**config.mk**
```make
export PLATFORM = sky130hd
export DESIGN_NAME = rs_stream_encoder
export DESIGN_NICKNAME = d
export VERILOG_FILES = /design/src/rtl/rs_enc_pkg.sv /design/src/rtl/rs_lfsr.sv /design/src/rtl/rs_frame_ctrl.sv /design/src/rtl/rs_stream_encoder.sv
export SDC_FILE = /design/constraint.sdc
export NUM_CORES = 1
export LEC_CHECK = 0
export ABC_CLOCK_PERIOD_IN_PS = 2430
export BUFFER_PORTS_ARGS = -buffer_cell sky130_fd_sc_hd__buf_2
export CORE_UTILIZATION = 55
export CTS_CLUSTER_DIAMETER = 30
export DETAILED_ROUTE_END_ITERATION = 8
export PLACE_DENSITY = 0.84
export SYNTH_ARGS = -nofsm -noshare
export SYNTH_HDL_FRONTEND = slang
export SYNTH_SLANG_ARGS = --single-unit
```
**constraint.sdc**
```tcl
create_clock -name clk -period 2.43 [get_ports clk]
set_clock_uncertainty 0.15 [all_clocks]
set_input_delay 0.243 -clock clk [delete_from_list [all_inputs] [get_ports clk]]
set_output_delay 0.243 -clock clk [all_outputs]
set_load 0.05 [all_outputs]
```
**src/rtl/rs_enc_pkg.sv**
```systemverilog
package rs_enc_pkg;

  localparam int unsigned SYM_W = 8;

  typedef enum logic [1:0] {ST_IDLE, ST_MSG, ST_PAR} rs_state_e;

  // Carry-less multiply of two field elements, reduced by the field polynomial
  function automatic logic [SYM_W-1:0] gf_mul(input logic [SYM_W-1:0] a,
                                               input logic [SYM_W-1:0] b,
                                               input logic [SYM_W-1:0] poly_low);
    logic [SYM_W-1:0] acc;
    logic [SYM_W-1:0] x;
    acc = '0;
    x   = a;
    for (int i = 0; i < SYM_W; i++) begin
      if (b[i]) acc = acc ^ x;
      x = x[SYM_W-1] ? ((x << 1) ^ poly_low) : (x << 1);
    end
    return acc;
  endfunction

endpackage

```
**src/rtl/rs_lfsr.sv**
```systemverilog
module rs_lfsr #(
  parameter int unsigned NPAR       = 16,
  parameter logic [8:0]  FIELD_POLY = 9'h11D,
  parameter int unsigned FIRST_ROOT = 0
) (
  input  logic                           clk,
  input  logic                           rst,
  input  logic                           feed,
  input  logic                           shift,
  input  logic [rs_enc_pkg::SYM_W-1:0]   din,
  output logic [rs_enc_pkg::SYM_W-1:0]   top
);
  localparam int unsigned SW = rs_enc_pkg::SYM_W;
  localparam logic [SW-1:0] POLY8 = FIELD_POLY[SW-1:0];

  // Product of (x + alpha^i) over NPAR consecutive roots
  function automatic logic [NPAR:0][SW-1:0] gen_poly();
    logic [NPAR:0][SW-1:0] g;
    logic [SW-1:0] root;
    g    = '0;
    g[0] = SW'(1);
    root = SW'(1);
    for (int k = 0; k < int'(FIRST_ROOT); k++) root = rs_enc_pkg::gf_mul(root, SW'(2), POLY8);
    for (int i = 0; i < int'(NPAR); i++) begin
      for (int j = int'(NPAR); j >= 1; j--) g[j] = g[j-1] ^ rs_enc_pkg::gf_mul(g[j], root, POLY8);
      g[0] = rs_enc_pkg::gf_mul(g[0], root, POLY8);
      root = rs_enc_pkg::gf_mul(root, SW'(2), POLY8);
    end
    return g;
  endfunction

  localparam logic [NPAR:0][SW-1:0] GEN = gen_poly();

  logic [NPAR-1:0][SW-1:0] par;
  logic [NPAR-1:0][SW-1:0] prod;
  logic [SW-1:0]           fb;

  assign fb  = din ^ par[NPAR-1];
  assign top = par[NPAR-1];

  for (genvar gi = 0; gi < int'(NPAR); gi++) begin : g_tap
    assign prod[gi] = rs_enc_pkg::gf_mul(fb, GEN[gi], POLY8);
  end

  always_ff @(posedge clk) begin
    if (rst) begin
      par <= '0;
    end else if (feed) begin
      par[0] <= prod[0];
      for (int i = 1; i < int'(NPAR); i++) par[i] <= par[i-1] ^ prod[i];
    end else if (shift) begin
      par <= {par[NPAR-2:0], {SW{1'b0}}};
    end
  end

  // division and emission never overlap
  assert_no_feed_during_shift_R1: assert property (@(posedge clk) disable iff (rst)
    !(feed && shift));

endmodule

```
**src/rtl/rs_frame_ctrl.sv**
```systemverilog
module rs_frame_ctrl #(
  parameter int unsigned NPAR    = 16,
  parameter int unsigned MIN_LEN = 20,
  parameter int unsigned LEN_W   = 8
) (
  input  logic             clk,
  input  logic             rst,
  input  logic             in_valid,
  input  logic             in_sop,
  input  logic [LEN_W-1:0] cfg_len,
  input  logic             cfg_bypass,
  output logic             in_ready,
  output logic             take,
  output logic             take_first,
  output logic             take_last,
  output logic             byp,
  output logic             feed,
  output logic             shift,
  output logic             par_last
);
  import rs_enc_pkg::*;

  localparam int unsigned PW = (NPAR > 1) ? $clog2(NPAR) : 1;

  rs_state_e        state;
  logic [LEN_W-1:0] cnt;
  logic [PW-1:0]    pcnt;
  logic             byp_q;
  logic [LEN_W-1:0] eff_len;
  logic [LEN_W-1:0] blk_len;

  always_comb begin
    eff_len    = (cfg_len < LEN_W'(MIN_LEN)) ? LEN_W'(MIN_LEN) : cfg_len;
    blk_len    = cfg_bypass ? eff_len : (eff_len - LEN_W'(NPAR));
    in_ready   = (state != ST_PAR);
    take       = in_valid && ((state == ST_MSG) || ((state == ST_IDLE) && in_sop));
    take_first = take && (state == ST_IDLE);
    take_last  = take && (state == ST_MSG) && (cnt == LEN_W'(1));
    byp        = (state == ST_IDLE) ? cfg_bypass : byp_q;
    feed       = take && !byp;
    shift      = (state == ST_PAR);
    par_last   = (state == ST_PAR) && (pcnt == '0);
  end

  always_ff @(posedge clk) begin
    if (rst) begin
      state <= ST_IDLE;
      cnt   <= '0;
      pcnt  <= '0;
      byp_q <= 1'b0;
    end else begin
      unique case (state)
        ST_IDLE: if (take) begin
          cnt   <= blk_len - LEN_W'(1);
          byp_q <= cfg_bypass;
          state <= ST_MSG;
        end
        ST_MSG: if (take) begin
          cnt <= cnt - LEN_W'(1);
          if (cnt == LEN_W'(1)) begin
            state <= byp_q ? ST_IDLE : ST_PAR;
            pcnt  <= PW'(NPAR - 1);
          end
        end
        ST_PAR: begin
          pcnt <= pcnt - PW'(1);
          if (pcnt == '0) state <= ST_IDLE;
        end
        default: state <= ST_IDLE;
      endcase
    end
  end

  // the source is held off right after the last coded message byte
  assert_ready_drop_R6: assert property (@(posedge clk) disable iff (rst)
    (take_last && !byp) |=> !in_ready);

  // a started block never counts fewer message bytes than the floor length allows
  assert_len_floor_R3: assert property (@(posedge clk) disable iff (rst)
    take_first |=> (cnt >= LEN_W'(MIN_LEN - NPAR - 1)));

endmodule

```
**src/rtl/rs_stream_encoder.sv**
```systemverilog
module rs_stream_encoder #(
  parameter int unsigned PAR_SYMS   = 16,
  parameter int unsigned MIN_LEN    = 20,
  parameter int unsigned LEN_W      = 8,
  parameter logic [8:0]  FIELD_POLY = 9'h11D,
  parameter int unsigned FIRST_ROOT = 0
) (
  input  logic             clk,
  input  logic             rst,
  input  logic [LEN_W-1:0] cfg_len,
  input  logic             cfg_bypass,
  input  logic             in_valid,
  input  logic             in_sop,
  input  logic [7:0]       in_data,
  output logic             in_ready,
  output logic             out_valid,
  output logic [7:0]       out_data,
  output logic             out_sop,
  output logic             out_eob,
  output logic             out_parity
);
  localparam int unsigned SW = rs_enc_pkg::SYM_W;

  logic          take, take_first, take_last, byp, feed, shift, par_last;
  logic [SW-1:0] par_top;

  logic          s1_v, s1_sop, s1_eob, s1_par;
  logic [SW-1:0] s1_d;

  rs_frame_ctrl #(.NPAR(PAR_SYMS), .MIN_LEN(MIN_LEN), .LEN_W(LEN_W)) ctrl_i (
    .clk(clk), .rst(rst), .in_valid(in_valid), .in_sop(in_sop),
    .cfg_len(cfg_len), .cfg_bypass(cfg_bypass), .in_ready(in_ready),
    .take(take), .take_first(take_first), .take_last(take_last), .byp(byp),
    .feed(feed), .shift(shift), .par_last(par_last)
  );

  rs_lfsr #(.NPAR(PAR_SYMS), .FIELD_POLY(FIELD_POLY), .FIRST_ROOT(FIRST_ROOT)) lfsr_i (
    .clk(clk), .rst(rst), .feed(feed), .shift(shift), .din(in_data), .top(par_top)
  );

  // Stage 1: select message or check byte
  always_ff @(posedge clk) begin
    if (rst) begin
      s1_v <= 1'b0; s1_d <= '0; s1_sop <= 1'b0; s1_eob <= 1'b0; s1_par <= 1'b0;
    end else begin
      s1_v   <= take || shift;
      s1_d   <= shift ? par_top : in_data;
      s1_sop <= take_first;
      s1_eob <= (take_last && byp) || par_last;
      s1_par <= shift;
    end
  end

  // Stage 2: registered outputs
  always_ff @(posedge clk) begin
    if (rst) begin
      out_valid <= 1'b0; out_data <= '0; out_sop <= 1'b0; out_eob <= 1'b0; out_parity <= 1'b0;
    end else begin
      out_valid  <= s1_v;
      out_data   <= s1_d;
      out_sop    <= s1_sop;
      out_eob    <= s1_eob;
      out_parity <= s1_par;
    end
  end

  assert_eob_has_valid_R8: assert property (@(posedge clk) disable iff (rst)
    out_eob |-> out_valid);

  assert_sop_is_message_R8: assert property (@(posedge clk) disable iff (rst)
    out_sop |-> (out_valid && !out_parity));

  // check bytes leave in one unbroken run
  assert_parity_run_R5: assert property (@(posedge clk) disable iff (rst)
    (out_parity && !out_eob) |=> (out_valid && out_parity));

  // the source is released by the time the codeword ends
  assert_ready_at_eob_R6: assert property (@(posedge clk) disable iff (rst)
    out_eob |-> in_ready);

endmodule

```
* Word level (Yosys, flattened, before mapping)
Index checks and enable logic that the tools add are counted.
Storage, ports and cells: register bits after elaboration 167, output and inout bits 13, logic and storage cells 143, bits of input ports 21
Operators by class: equality and inequality tests 8, multiplexer cells 25, reduce and logical (&&, ||, !) cells 21, add/sub/neg operators 4, magnitude comparators 1, bitwise gates (word level) 54
Operator list (number):
- 8-bit XOR | 47
- 128-bit 2-to-1 mux | 2
- 8-bit 2-to-1 mux | 5
- 5-bit 2-to-1 mux | 7
- 4-bit NOT | 7
- 8-bit case mux with 2 select lines | 1
- 8-bit by 1-bit subtractor with 8-bit output (second input constant) | 2
- 2-bit 2-to-1 mux | 5
- 8-bit by 1-bit == test with 1-bit output (second input constant) | 1
- 1-bit logical AND | 8
- 8-bit by 5-bit < comparator with 1-bit output (second input constant) | 1
- 4-bit 2-to-1 mux | 2
- 2-bit != test (second input constant) | 4
- 4-bit case mux with 2 select lines | 1
- 8-bit by 5-bit subtractor with 8-bit output (second input constant) | 1
- 2-bit case mux with 3 select lines | 1
- 3-bit AND reduction | 2
- 2-bit nonzero test | 3
- 4-bit logical NOT | 1
- 4-bit AND reduction | 1
- 4-bit by 1-bit subtractor with 4-bit output (second input constant) | 1
- 1-bit logical OR | 3
- 2-bit by 1-bit == test with 1-bit output (second input constant) | 1
- 2-bit == test (second input constant) | 1
- other kinds (5) | 5

* Depth between registers and ports, before layout
depth after elaboration 18, depth in mapped cells 10, mapped depth without buffers 10

* Hierarchy
A second synthesis with hierarchy kept.
Second synthesis, totals: cells, all modules 1068, area, all modules 9298.9 sq um
By module, submodules not included:
- rs_lfsr | area an instance 7429.6 sq um, cells each 857, sequential area each 2562.5 sq um, times used 1
- rs_frame_ctrl | area an instance 1146.1 sq um, cells each 150, sequential area each 300.3 sq um, times used 1
- rs_stream_encoder | area an instance 723.2 sq um, cells each 61, sequential area each 480.5 sq um, times used 1

* Worst setup path before layout
Ideal clock, no wire load.
path type reg-to-reg, start point reg lfsr_i.par, in the netlist lfsr_i.top[6], end point reg lfsr_i.par[37] (netlist bit), required time 2189 ps, period minus slack after synthesis 2479 ps, setup slack -49 ps, library setup time 91 ps, buffers on the path 1, arrival time 2238 ps, cell stages (with the launch flop) 8, cells stage by stage dfxtp_1 buf_4 xnor2_4 xnor3_2 xnor2_2 xnor2_1 or3_1 a311oi_1
On the way: word-level cells in the longest chain between the ends 12, elaborated cells on any way between the ends 15, classes of those cells mux (6); bitwise (9)
Ends and longest elaborated chain:
- start, declared | line rs_lfsr.sv:34 | logic [NPAR-1:0][SW-1:0] par;
- start signal, assigned | line rs_lfsr.sv:52 | par <= {par[NPAR-2:0], {SW{1'b0}}};
- 8-bit XOR (*) | line rs_lfsr.sv:38 | assign fb = din ^ par[NPAR-1];
- 5-bit 2-to-1 mux (*) | line rs_enc_pkg.sv:17 | x = x[SYM_W-1] ? ((x << 1) ^ poly_low) : (x << 1);
- 5-bit 2-to-1 mux | line rs_enc_pkg.sv:17
- 4-bit NOT (no line)
- 5-bit 2-to-1 mux | line rs_enc_pkg.sv:17
- 4-bit NOT (no line)
- 5-bit 2-to-1 mux | line rs_enc_pkg.sv:17
- 4-bit NOT (no line)
- 5-bit 2-to-1 mux | line rs_enc_pkg.sv:17
- 8-bit XOR (*) | line rs_enc_pkg.sv:16 | if (b[i]) acc = acc ^ x;
- 8-bit XOR (*) | line rs_lfsr.sv:50 | for (int i = 1; i < int'(NPAR); i++) par[i] <= par[i-1] ^ prod[i];
- 128-bit 2-to-1 mux (*) | line rs_lfsr.sv:48 | end else if (feed) begin
Every way passes the cells marked *; elsewhere a longest branch is shown, timed or not. A chain may end at the register's enable or synchronous reset.

* Worst setup path in the final report
start point reg lfsr_i.par, in the netlist lfsr_i.top[6], end point reg lfsr_i.par[38] (netlist bit)
On the way: word-level cells in the longest chain between the ends 10, elaborated cells on any way between the ends 12, classes of those cells mux (4); bitwise (8)
Ends and longest elaborated chain (line):
- 8-bit XOR (*) | rs_lfsr.sv:38
- 5-bit 2-to-1 mux | rs_enc_pkg.sv:17
- 4-bit NOT (no line)
- 5-bit 2-to-1 mux | rs_enc_pkg.sv:17
- 4-bit NOT (no line)
- 5-bit 2-to-1 mux | rs_enc_pkg.sv:17
- 8-bit XOR (*) (2 in series) | rs_enc_pkg.sv:16
- 8-bit XOR (*) | rs_lfsr.sv:50
- 128-bit 2-to-1 mux (*) | rs_lfsr.sv:48
Marks and branches as above.

==> impl_metrics.py <==
metrics = {
    "status": {
        "status": "finished, violations left",
        "violations": "negative setup slack",
    },
    "logic_synthesis": {
        "synth_top_cell_by_area": "dfxtp_1",
        "netlist_instances": 1065,
        "ys_seq_area_share_pct": 36.23,
        "async_flop_share_pct": 0,
        "mappedNetlistArea_um2": 9228,
        "synth_compound_area_share_pct": 18.49,
        "synth_top_area_share_pct": 36.23,
        "ys_seq_elements": 167,
        "synthTopCellsByArea": "dfxtp_1, xnor2_1, nor2_1, a21oi_1, nand2_1",
        "synth_edf_count": 0,
        "synth_xor_xnor_area_share_pct": 20.58,
        "synth.area.mux_share_pct": 2.508,
        "synthSimpleGateAreaFrac_pct": 17.59,
        "synthDistinctLibCells": 61,
        "yosys_warnings": 0,
        "ys.flop_type": "dfxtp_1",
        "synth_top_family_by_area": "XOR/XNOR gates",
        "syn-mean-instance-area_um2": 8.664,
        "syn-num-nets": 1090,
        "synth_fa_ha_area_share_pct": 0.8678,
    },
    "clocking": {
        "cts_tree": "built",
        "clockRootBuffer": "clkbuf_16",
        "h-tree-depth": 4,
        "numClockSinks": 167,
        "clk_latency_ns": 0.44,
        "cts_buffer_depth": 2,
        "clk_pin_slew_ns": 0.07,
        "numCtsBuffers": 17,
    },
    "drt": {
        "final_antenna_net_count": 0,
        "viasPerCell": 6.435,
        "drtIter0Drc": 1233,
        "drtPass1Iterations": 5,
        "drc": 0,
        "routed_wl_um": 29560,
        "avgRoutedWirePerCell_um": 21.19,
        "vias": 8977,
    },
    "hold_path": {
        "hold_path.startpoint": "cfg_bypass",
        "hold_path.class": "primary input to register",
    },
    "timing": {
        "rsz0062_at_grt": "yes",
        "relSlewSlack_pct": 50.47,
        "slew_violations": 0,
        "fmax_mhz": 390.9,
        "setup_slack_ns": -0.1284,
        "timing.final.crit_period_ns": 2.558,
        "min_period_over_period_pct": 105.3,
        "finalHoldViolCount": 0,
        "setup_viol_count_final": 14,
        "worst_slew_pin_slew_ns": 0.7362,
    },
    "worst_setup_path": {
        "crit_path_end_kind": "register",
        "worstSetupPathType": "register to register",
        "cp.required_ns": 2.61,
        "setup.worst_path.start": "lfsr_i.top[6]",
        "crit_arrival_ns": 2.74,
        "r2r_slack_ns": -0.13,
        "cp-start-kind": "register",
        "reg2reg_from": "lfsr_i.top[6]",
        "worstPathMaxFanout": 6,
    },
    "placed_design": {
        "numPortBuffers": 33,
        "place_area_um2": 10260,
        "dp_hpwl_um": 17240,
        "gp_congestion": 0.9333,
    },
    "die": {
        "core_area_um2": 16120,
        "die_w_um": 131.5,
        "ios": 34,
        "row_count": 46,
        "dieHeight_um": 131.5,
        "die_area_um2": 17300,
        "initial_core_util_pct": 57.26,
    },
    "layout": {
        "diodes": 0,
        "stdcell_area_um2": 11330,
        "area_growth_pct": 22.77,
        "drive_gt1_share_pct": 21.29,
        "nNetsFinal": 1191,
        "fillCellCount": 1044,
    },
    "global_routing": {
        "grt_pass1_wl_um": 43130,
        "gr-total-overflow": 0,
        "grt_max_degree": 64,
        "grt.total_usage_pct": 31.39,
        "grt_pass1_vias": 8254,
        "antenna_found_initial": 0,
    },
    "pwr": {
        "peakVddDrop_mv": 0.6232,
        "total_power_mw": 11.68,
        "p_leak_nw": 4.313,
        "power_density_nw_per_um2": 1031,
    },
    "run": {
        "maxCapViolations": 0,
    },
}
==> registers in the layout, indices dropped and copies added (netlist names), 2 cells and up <==
signal        count
s1_d              8
ctrl_i.cnt        8
lfsr_i.par      120
lfsr_i.top        8
ctrl_i.pcnt       4
ctrl_i.state      2
out_data          8
==> repair_timing <==
item,in CTS,in global routing
endpoints found under the setup margin,11,47
hold endpoints to repair,7,0
pin swaps,4,20
hold buffers,7,0
cloned,0,1
setup buffers,6,15
resized for setup,6,39
==> final timing paths <==
path               endpoint  cells past startpoint
max          lfsr_i.par[38]                     10
min            ctrl_i.byp_q                      3
max reg2reg  lfsr_i.par[38]                     10
min reg2reg       out_valid                      1
==> through the flow <==
step                std cells  setup TNS, ns  worst slack, ns  hold WS [ns]  util (%)
floorplan                1065              0          0.01748        0.2335         -
global placement         1334       -0.02809         -0.02809        0.2662     63.68
detailed placement       1334        -0.1209         -0.09701        0.2739     63.68
CTS                      1379              0         0.002019       0.01589     68.15
global route             1395         -1.902          -0.1602       0.04385     70.30
finish                   1395        -0.7678          -0.1284       0.02656     70.30
==> worst max-delay path, cell delays in order (launching register included) <==
cell and delay, ns:
dfxtp_2 0.34, buf_6 0.12, xnor2_4 0.12, buf_12 0.15, xnor2_4 0.27, buf_12 0.19, xnor2_4 0.13, buf_12 0.15
xnor2_1 0.09, or3_1 0.38, a311oi_2 0.34
==> cell usage in the layout (no fill, tap or decap), types with 12 or more instances in the layout <==
cell type | netlist | final
dfxtp_1 | 167 | 161
nor2_1 | 129 | 126
nand2_1 | 117 | 117
buf_4 | 1 | 98
a21oi_1 | 89 | 89
xnor2_1 | 84 | 77
o21ai_0 | 45 | 44
nor3_1 | 40 | 40
buf_2 | 5 | 32
or3_1 | 23 | 23
xor2_1 | 23 | 20
a221oi_1 | 18 | 18
a211oi_1 | 18 | 17
clkbuf_16 | 0 | 17
o211ai_1 | 16 | 16
a31oi_1 | 15 | 15
nor2b_1 | 14 | 14
xnor2_4 | 9 | 13
xnor3_1 | 15 | 13
mux2i_1 | 13 | 13
buf_12 | 0 | 13
inv_1 | 13 | 12
==> power by group <==
group / total (mW) / switching [mW] / leakage, nW / internal [mW]
Clock: 2.66 / 1.15 / 0.270 / 1.51
Combinational: 5.61 / 2.96 / 2.67 / 2.66
Sequential: 3.41 / 0.327 / 1.37 / 3.09
==> routing by layer <==
layer | track usage, % | up-vias | part of all wire (%)
met5 | 0 | - | 0
met4 | 17.44 | 0 | 6.9
met3 | 5.826 | 193 | 10
met2 | 51.73 | 651 | 47
met1 | 38.54 | 4181 | 36
li1 | - | 3952 | -
==> area by class of cell <==
| cell class | count | area [um2] | share of cell area (%) |
|---|---|---|---|
| Clock buffer | 20 | 436.7 | 3.855 |
| Tap cell | 216 | 270.3 | 2.386 |
| Sequential cell | 167 | 3353 | 29.60 |
| Inverter | 13 | 52.55 | 0.4639 |
| Clock inverter | 12 | 128.9 | 1.138 |
| Multi-Input combinational cell | 810 | 5782 | 51.04 |
| Timing Repair Buffer | 157 | 1305 | 11.52 |
==> cell families after synthesis <==
logic type | after synthesis
AO/OA/AOI/OAI | 266
XOR/XNOR | 150
adder cells (fa/ha/maj) | 7
buffers and inverters | 89
flip-flops | 167
multiplexers | 22
AND/OR/NAND/NOR | 364
==> cells in the mapped netlist, drive strengths merged (13+ instances only) <==
master / count
a221oi: 18
nor2b: 14
dfxtp: 167
xor2: 28
xnor2: 100
mux2i: 13
nand2: 117
nor2: 129
a21oi: 89
clkbuf: 65
a31oi: 15
or3: 23
o211ai: 16
nor3: 40
a211oi: 18
xnor3: 19
inv: 13
o21ai: 46
(Power assumes the default switching activity.)
